### config.mk
export PLATFORM = sky130hd
export DESIGN_NAME = zp_ctrl
export DESIGN_NICKNAME = d
export VERILOG_FILES = /design/src/rtl/zp_pkg.sv /design/src/rtl/zp_regs.sv /design/src/rtl/zp_start_latch.sv /design/src/rtl/zp_pump.sv /design/src/rtl/zp_ctrl.sv
export SDC_FILE = /design/constraint.sdc
export NUM_CORES = 1
export LEC_CHECK = 0
export ABC_CLOCK_PERIOD_IN_PS = 3500
export BUFFER_PORTS_ARGS = -buffer_cell sky130_fd_sc_hd__buf_2
export CORE_AREA = 2 2 84 86
export CTS_CLUSTER_DIAMETER = 150
export DETAILED_ROUTE_END_ITERATION = 10
export DIE_AREA = 0 0 86 88
export PLACE_DENSITY = 0.69
export SYNTH_ARGS = -nofsm -noshare
export SYNTH_HDL_FRONTEND = slang
export SYNTH_SLANG_ARGS = --single-unit
### constraint.sdc
create_clock -name clk -period 3.5 [get_ports clk]
set_input_delay 0.175 -clock clk [delete_from_list [all_inputs] [get_ports clk]]
set_output_delay 0.175 -clock clk [all_outputs]
set_load 0.1 [all_outputs]
### src/rtl/zp_pkg.sv
package zp_pkg;

  localparam int unsigned WORD_BYTES = 4;
  localparam int unsigned RX_GUARD   = 3;

  // Count after one zero word: align down to a word, take one word off, floor at zero.
  function automatic logic [31:0] zp_next_size(input logic [31:0] cur);
    logic [31:0] aligned;
    aligned = cur & ~32'(WORD_BYTES - 1);
    if (aligned >= 32'(WORD_BYTES)) return aligned - 32'(WORD_BYTES);
    return '0;
  endfunction

  // Room for one more word without letting the receive side overflow.
  function automatic logic zp_has_room(input logic [31:0] rx,
                                       input logic [31:0] tx,
                                       input logic [31:0] afull);
    return (rx + tx + 32'(RX_GUARD)) < afull;
  endfunction

endpackage

### src/rtl/zp_regs.sv
module zp_regs #(
  parameter int ADDR_W   = 8,
  parameter int CFG_OFS  = 'h00,
  parameter int CMD_OFS  = 'hC0,
  parameter int SIZE_OFS = 'hC4,
  parameter int MSE_BIT  = 15,
  parameter int MSC_BIT  = 16,
  parameter int WAIT_BIT = 0
) (
  input  logic              clk,
  input  logic              rst_n,
  input  logic              wr_en,
  input  logic [ADDR_W-1:0] wr_addr,
  input  logic [31:0]       wr_data,
  output logic              mse_q,
  output logic              wait_q,
  output logic              size_wr,
  output logic [31:0]       size_val,
  output logic              start_req
);

  logic cfg_hit;
  logic cmd_hit;

  always_comb begin
    cfg_hit   = wr_en && (wr_addr == ADDR_W'(CFG_OFS));
    cmd_hit   = wr_en && (wr_addr == ADDR_W'(CMD_OFS));
    size_wr   = wr_en && (wr_addr == ADDR_W'(SIZE_OFS));
    size_val  = wr_data;
    // only an enable already in force arms the start; the command bit is never kept
    start_req = cfg_hit && wr_data[MSC_BIT] && mse_q;
  end

  always_ff @(posedge clk or negedge rst_n) begin
    if (!rst_n) begin
      mse_q  <= 1'b0;
      wait_q <= 1'b0;
    end else begin
      if (cfg_hit) mse_q  <= wr_data[MSE_BIT];
      if (cmd_hit) wait_q <= wr_data[WAIT_BIT];
    end
  end

endmodule

### src/rtl/zp_start_latch.sv
module zp_start_latch (
  input  logic clk,
  input  logic rst_n,
  input  logic set_req,
  input  logic tx_empty,
  input  logic size_zero,
  output logic start_flag,
  output logic clr_evt
);

  always_comb clr_evt = start_flag && tx_empty && size_zero && !set_req;

  always_ff @(posedge clk or negedge rst_n) begin
    if (!rst_n)       start_flag <= 1'b0;
    else if (set_req) start_flag <= 1'b1;
    else if (clr_evt) start_flag <= 1'b0;
  end

endmodule

### src/rtl/zp_pump.sv
module zp_pump
  import zp_pkg::*;
#(
  parameter int LVL_W    = 8,
  parameter int RX_AFULL = 64
) (
  input  logic             clk,
  input  logic             rst_n,
  input  logic             start_flag,
  input  logic             mse_q,
  input  logic             wait_q,
  input  logic [LVL_W-1:0] tx_level,
  input  logic [LVL_W-1:0] rx_level,
  input  logic             size_wr,
  input  logic [31:0]      size_val,
  output logic [31:0]      size_q,
  output logic             pass_on,
  output logic             push_zero
);

  logic tx_busy;
  logic held;
  logic room_ok;

  always_comb begin
    tx_busy   = (tx_level != '0);
    pass_on   = start_flag || (tx_busy && !mse_q);
    held      = tx_busy && wait_q;
    room_ok   = zp_has_room(32'(rx_level), 32'(tx_level), 32'(RX_AFULL));
    push_zero = pass_on && (size_q != '0) && !held && room_ok;
  end

  always_ff @(posedge clk or negedge rst_n) begin
    if (!rst_n)         size_q <= '0;
    else if (size_wr)   size_q <= size_val;
    else if (push_zero) size_q <= zp_next_size(size_q);
  end

endmodule

### src/rtl/zp_ctrl.sv
module zp_ctrl #(
  parameter int FIFO_BYTES = 128,
  parameter int RX_AFULL   = 64,
  parameter int ADDR_W     = 8,
  parameter int CFG_OFS    = 'h00,
  parameter int CMD_OFS    = 'hC0,
  parameter int SIZE_OFS   = 'hC4,
  parameter int MSE_BIT    = 15,
  parameter int MSC_BIT    = 16,
  parameter int WAIT_BIT   = 0,
  localparam int LVL_W     = $clog2(FIFO_BYTES + 1)
) (
  input  logic              clk,
  input  logic              rst_n,
  input  logic              wr_en,
  input  logic [ADDR_W-1:0] wr_addr,
  input  logic [31:0]       wr_data,
  input  logic [LVL_W-1:0]  tx_level,
  input  logic [LVL_W-1:0]  rx_level,
  output logic              push_zero,
  output logic              flush_req,
  output logic [31:0]       size_left
);

  // named internal events, also watched by the bound checker
  logic        mse_q;
  logic        wait_q;
  logic        size_wr;
  logic [31:0] size_val;
  logic        start_req;
  logic        start_flag;
  logic        clr_evt;
  logic        tx_empty;
  logic        size_zero;

  always_comb begin
    tx_empty  = (tx_level == '0);
    size_zero = (size_left == '0);
  end

  zp_regs #(
    .ADDR_W(ADDR_W), .CFG_OFS(CFG_OFS), .CMD_OFS(CMD_OFS), .SIZE_OFS(SIZE_OFS),
    .MSE_BIT(MSE_BIT), .MSC_BIT(MSC_BIT), .WAIT_BIT(WAIT_BIT)
  ) u_regs (
    .clk(clk), .rst_n(rst_n), .wr_en(wr_en), .wr_addr(wr_addr), .wr_data(wr_data),
    .mse_q(mse_q), .wait_q(wait_q), .size_wr(size_wr), .size_val(size_val),
    .start_req(start_req)
  );

  zp_start_latch u_start (
    .clk(clk), .rst_n(rst_n), .set_req(start_req), .tx_empty(tx_empty),
    .size_zero(size_zero), .start_flag(start_flag), .clr_evt(clr_evt)
  );

  zp_pump #(.LVL_W(LVL_W), .RX_AFULL(RX_AFULL)) u_pump (
    .clk(clk), .rst_n(rst_n), .start_flag(start_flag), .mse_q(mse_q), .wait_q(wait_q),
    .tx_level(tx_level), .rx_level(rx_level), .size_wr(size_wr), .size_val(size_val),
    .size_q(size_left), .pass_on(flush_req), .push_zero(push_zero)
  );

endmodule

==> results.md, run 1 <==
- CP Depth: 7
- IO Pins: 93
- Die Y: 88 um
- Final wirelength: 7791 um
- Yosys warnings: 0
- VDD IR max: about 790 uV
- Root cell of the clock tree: clkbuf_8
- Cell count after synthesis: 322
- P_sw: 1.593 mW
- CP required: 3320 ps
- Setup slack after layout: 406.7 ps
- Setup Skew: 5.178 ps
- Synth top area share: 33.54%
- Die footprint: 7568 sq um
- FP Rows: 30
- Slew headroom: 46.15%
- Initial antenna violation count: 0
- Post-CTS setup buffer count: 0
- CP startpoint kind: flip-flop
- CTS buffer count: 5
- Internal power: 1.115 mW
- Hold Path Depth: 3
- CP Data Arrival Time: 2920 ps
- Final period utilization: 88.38%
- Total vias in the final route: 2865
- Top_reg_cell synth: dfrtp_1
- Drt drc: 0
- Setup slack after placement: 510.9 ps
- Slowest stage cell, crit path: nor4_1
- Hold Crit Start: wr_data[14]
- Critical path fanouts, max: 17
- Worst slew pin tran: 807.7 ps
- Highest Clock Rate: between 300 and 400 MHz
- Synth cell types: 55
- Total Power: 2.708 mW
- PwrDens: 827.9 nW/um^2
- Fin crit period: 3093 ps
- Flop-to-flop setup slack: 640 ps
- Post_cts resized: 0
- CTS H-tree depth: 2
- Iter 0 DRT Violations: 223
- Hold EP: u_pump.size_q[14]
- Worst R2R End: u_pump.size_q[31]
- Final #Nets: 483
- Vias in the first global route: around 2600
- Worst-case clock buffer depth: 2
- Grt ovf: 0
- Outcome: completed
- Area contributors post-synth: dfrtp_1 34%, nor2_1 6.3%, ha_1 5.3%, nand2_1 4.5%, a31oi_1 4.1%
- Initial Util: between 30% and 40%
- WL/cell: between 15 and 20 um
- Reg clk slew, reported paths: 70 ps
- Post-synth top area cell: dfrtp_1
- Area Overhead vs Synth: 25.25%
- Die W: 86 um
- RePlAce Congestion: roughly 0.91
- Core Footprint: 6644 sq um
- Clock share of power: 14.1%
- R2r startpoint: u_pump.size_q[11]
- Sw Ratio: between 50% and 60%
- Post-synth EDFFs: 0
- Static leakage: 1.467 nW
- Final hold vios: 0
- RSZ-0062 raised after global routing: false
- Critical path launch point: u_pump.size_q[11]
- Reg2Reg Depth: 6
- All-layer global routing usage: about a fifth
- Buf/Inv on CP: 2
- Max cap viols: 0
- Crit Path Class: flip-flop to output port
- DP HPWL: approximately 5900 um
- Cell Area, Synth: 2611 sq um
- Clk Latency, worst-skew pair: 290 ps
- Reg power frac: between 20 and 30%
- Drt pass-1 iters: 4
- CTS tree: yes
- Number of diodes: 0
- Vias per cell: 5.811
- Final setup TNS: 0 ps
- Layout cells sized above 1: 30.27%
- Post-synth top cells: 44 x nor2_1, 35 x dfrtp_1, 31 x nand2_1
- Sequential-to-total area share from yosys stat: 33.54%
- Fraction of registers with async set or reset after synthesis: between 90% and 100%
- CTS Sinks: 35
- Synthesized Nets: 393
- Final setup fails: 0
- Final ANT Viol Nets: 0
- Post-synthesis register bit count: 35
- Max stage delay on crit path: 610 ps
- CP cell instances: nor4_1 > nand2_1 > nor4_2 > or3b_4 > or2_1 > inv_2 > buf_2
- Avg Synthesized Cell Area: 8.109 sq um
- IO buf count: 92
- First-pass GRT wire length: 12770 um
- Setup crit end kind: output port
- Kind of cell adding the most delay to the critical path: simple AND/OR/NAND/NOR gates
- Combinational share of power: 60.5%
- Pins Over Slew Limit: 0
- Most frequent cell after synthesis: nor2_1
- Worst min-delay path category: input port to flip-flop
- Largest net degree at the start of global routing: 38
per-stage QoR:
step	hold slack [ps]	util, %	cells	area [sq um]
finish	82.51	49.23	493	3271
global route	96.71	49.23	493	3271
global placement	306.9	47.31	484	3143
detailed placement	313.6	47.31	484	3143
CTS	77.22	49.23	493	3271
floorplan	-120.6	-	322	2611
cells by family after synthesis:
| family | share of synthesized area [%] |
|---|---|
| flops | 33.54 |
| simple gates | 32.54 |
| xor+xnor | 0.6709 |
| buf+inv | 4.647 |
| fa+ha+maj | 6.037 |
| compound gates | 20.56 |
| mux | 2.012 |
state kept, by name, summed over array words and instances, names as in the netlist:
register / cells
u_start.start_flag: 1
u_regs.mse_q: 1
u_pump.size_q: 32
u_regs.wait_q: 1
power by group through the flow:
stage | Combinational, mW | Clock (mW) | Sequential (mW)
after global placement | 1.61 | 0 | 0.685
after global routing | 1.73 | 0.404 | 0.711
after detailed placement | 1.63 | 0 | 0.691
final | 1.64 | 0.382 | 0.687
after CTS | 1.63 | 0.389 | 0.682
after floorplan | 0.463 | 0 | 1.52
metal layers:
metal,part of all wire (%),up-vias,global-route usage [%]
met5,0,-,0
met2,46,110,32.42
met3,7.0,14,4.241
met1,45,1338,30.05
li1,-,1403,-
met4,1.7,0,6.494
worst max-delay path by stage:
stage	slack, ps	end
finish	410	push_zero
global route	250	push_zero
detailed placement	510	u_pump.size_q[28]
global placement	610	push_zero
floorplan	290	u_pump.size_q[19]
CTS	450	push_zero
timing repair:
item                                   in CTS  in global routing
endpoints found under the hold margin      24                  0
setup endpoints to repair                   0                  0
hold buffers                                1                  0
cells in the final DEF, fill, tap and decap left out, drive strengths merged, types with 2 or more instances in the layout:
cell type   n
nor3       14
a211o       3
o31ai       2
ha         11
o211ai     10
a21oi      11
or4        13
nor4b       2
mux2        2
inv         6
buf        99
or3        11
dfrtp      35
o22ai       3
o21ai      24
nand4       5
or2         4
and3        2
nand3      13
a211oi      2
mux2i       3
o311ai      3
a31oi      17
clkbuf      6
and2        6
nor4       11
nand2      31
o31a        2
nand4b      2
nor2       44
tightest hold or removal path, stage by stage:
cell and delay, ps:
buf_2 70, nand2_1 30, o21ai_0 60
final cells by class:
cell class / instances / area (sq um)
inverters: 6 / 22.52
fillers: 688 / 3373
flip-flops and latches: 35 / 875.8
well taps: 80 / 100.1
repair buffers: 100 / 535.5
clock inverters: 2 / 35.03
multi-input cells: 264 / 1619
clock buffers: 6 / 82.58
Power figures use the tool's default switching activity.
==> run 2: changes to the inputs <==
MAX_ROUTING_LAYER = met4   (was not set)
==> run 2 against run 1 <==
Largest power group unchanged; critical path depth unchanged; clock power about the same; first-iteration DRC count up 4.9%; fmax about the same; non-clock buffer count unchanged.
==> results.md, run 2 (synthesis results as in run 1) <==
- Outcome: completed (unchanged)
- CP startpoint kind: flip-flop (unchanged)
- Max cap viols: 0 (unchanged)
- Slew headroom: 45.90% (was 46.15%)
- Placed instance count: 484 (unchanged)
- Reg2Reg Depth: 6 (unchanged)
- Hold Crit Start: wr_data[14] (unchanged)
- R2r startpoint: u_pump.size_q[11] (unchanged)
- Die footprint: 7568 sq um (unchanged)
- CTS H-tree depth: 2 (unchanged)
- CP Data Arrival Time: 2920 ps (about the same)
- Reg clk slew, reported paths: 70 ps (about the same)
- Vias per cell: 5.854 (was 5.811)
- Layout cells sized above 1: 30.27% (unchanged)
- Most common cell after layout, fill and taps aside: buf_2 (unchanged)
- CP cell instances: nor4_1 > nand2_1 > nor4_2 > or3b_4 > or2_1 > inv_2 > buf_2 (unchanged)
- Core Footprint: 6644 sq um (unchanged)
- Final wirelength: 7827 um (was 7791 um)
- IO Pins: 93 (unchanged)
- VDD IR max: 792.8 uV (was 793.2 uV)
- Flop-to-flop setup slack: 660 ps (was 640 ps)
- Kind of cell adding the most delay to the critical path: simple AND/OR/NAND/NOR gates (unchanged)
- CP required: 3320 ps (about the same)
- RePlAce Congestion: 0.9242 (was 0.9085)
- Setup crit end kind: output port (unchanged)
- Clk Latency, worst-skew pair: 290 ps (about the same)
- Crit Path Class: flip-flop to output port (unchanged)
- Critical path fanouts, max: 17 (unchanged)
- Largest net degree at the start of global routing: 38 (unchanged)
- Max reg flops: 32 (unchanged)
- Final setup fails: 0 (unchanged)
- Drt pass-1 iters: 5 (was 4)
- Worst R2R End: u_pump.size_q[31] (unchanged)
- Number of diodes: 0 (unchanged)
- Clock share of power: 14.1% (about the same)
- Vias in the first global route: 2598 (was 2609)
- DP HPWL: 5940 um (unchanged)
- Die W: 86 um (unchanged)
- First-pass GRT wire length: 12850 um (was 12770 um)
- FP Rows: 30 (unchanged)
- Pins Over Slew Limit: 0 (unchanged)
- Root cell of the clock tree: clkbuf_8 (unchanged)
- Worst-case clock buffer depth: 2 (unchanged)
- Sw Ratio: 58.80% (was 58.81%)
- Max stage delay on crit path: 610 ps (about the same)
- Internal power: 1.115 mW (about the same)
- IO buf count: 92 (unchanged)
- Final #Nets: 483 (unchanged)
- Hold Path Depth: 3 (unchanged)
- CTS tree: yes (unchanged)
- Total vias in the final route: 2886 (was 2865)
- All-layer global routing usage: 21.94% (was 21.13%)
- Util after Layout: 49.23% (unchanged)
- Critical path launch point: u_pump.size_q[11] (unchanged)
- Setup Skew: 5.763 ps (was 5.178 ps)
- CTS buffer count: 5 (unchanged)
- Drt drc: 0 (unchanged)
- Initial antenna violation count: 0 (unchanged)
- Slowest stage cell, crit path: nor4_1 (unchanged)
- Most frequent cells in the layout: 92 x buf_2, 44 x nor2_1, 35 x dfrtp_1 (unchanged)
- Fin crit period: 3096 ps (was 3093 ps)
- Area Overhead vs Synth: 25.25% (unchanged)
- Iter 0 DRT Violations: 234 (was 223)
- Grt ovf: 0 (unchanged)
- Buf/Inv on CP: 2 (unchanged)
- Hold EP: u_pump.size_q[14] (unchanged)
- WL/cell: 15.88 um (was 15.80 um)
- Reg power frac: 25.3% (was 25.4%)
- Final ANT Viol Nets: 0 (unchanged)
- Combinational share of power: 60.6% (was 60.5%)
- Initial Util: 39.30% (unchanged)
- RSZ-0062 raised after global routing: false (unchanged)
- Top reg by flops: u_pump.size_q (unchanged)
- P_sw: 1.592 mW (was 1.593 mW)
- Highest Clock Rate: 323.0 MHz (was 323.3 MHz)
- PwrDens: 827.8 nW/um^2 (was 827.9 nW/um^2)
- Worst min-delay path category: input port to flip-flop (unchanged)
- Die Y: 88 um (unchanged)
- Final setup TNS: 0 ps (unchanged)
- Final hold vios: 0 (unchanged)
- Fin cells: 493 (unchanged)
- Post-CTS setup buffer count: 0 (unchanged)
- Worst slew pin tran: 811.4 ps (was 807.7 ps)
- CTS Sinks: 35 (unchanged)
- Static leakage: 1.467 nW (unchanged)
- Final period utilization: 88.45% (was 88.38%)
[run 2: cell type report]
class	count	area, sq um
Fill cell	688	3373
Multi-Input combinational cell	264	1619
Sequential cell	35	875.8
Timing Repair Buffer	100	535.5
Tap cell	80	100.1
Clock buffer	6	82.58
Clock inverter	2	35.03
Inverter	6	22.52
[run 2: how the worst max path moves through the flow]
stage | end | cells after the start | slack [ps]
finish | push_zero | 7 | 400
global route | push_zero | 7 | 250
CTS | push_zero | 7 | 450
detailed placement | u_pump.size_q[28] | 11 | 510
global placement | push_zero | 10 | 610
floorplan | u_pump.size_q[19] | 11 | 290
[run 2: per-layer routing]
layer	share of wire [%]	track usage, %	up-vias
met5	0	-	-
met4	1.2	5.628	0
met3	7.0	4.241	14
met2	47	32.98	115
met1	45	30.34	1360
li1	-	-	1397
[run 2: power groups by stage]
stage          registers [mW]  clock network [mW]  logic, mW
2_1_floorplan            1.52                   0      0.463
3_3_place_gp            0.685                   0       1.61
3_5_place_dp            0.691                   0       1.63
4_1_cts                 0.682               0.389       1.63
5_1_grt                 0.711               0.404       1.73
6_report                0.685               0.382       1.64
[run 2: worst reg2reg max path, delay by kind of cell (launching register included)]
family | cells | cell delay (ps)
simple gates | 5 | 2260
flops | 1 | 420
compound gates | 1 | 100
[run 2: per-stage QoR]
stage	total power [mW]	instance area (sq um)	setup WS [ps]	hold WS [ps]
after floorplan	1.979	2611	287.8	-120.6
after global routing	2.849	3271	245.8	96.70
after detailed placement	2.318	3143	510.9	313.6
final	2.707	3271	404.2	80.85
after global placement	2.290	3143	611.3	306.9
after CTS	2.705	3271	451.4	77.22
[run 2: what timing repair did]
| action | 4_1_cts | 5_1_grt |
|---|---|---|
| gates resized for setup | 0 | 0 |
| hold endpoints to repair | 24 | 0 |
| hold buffers | 1 | 0 |
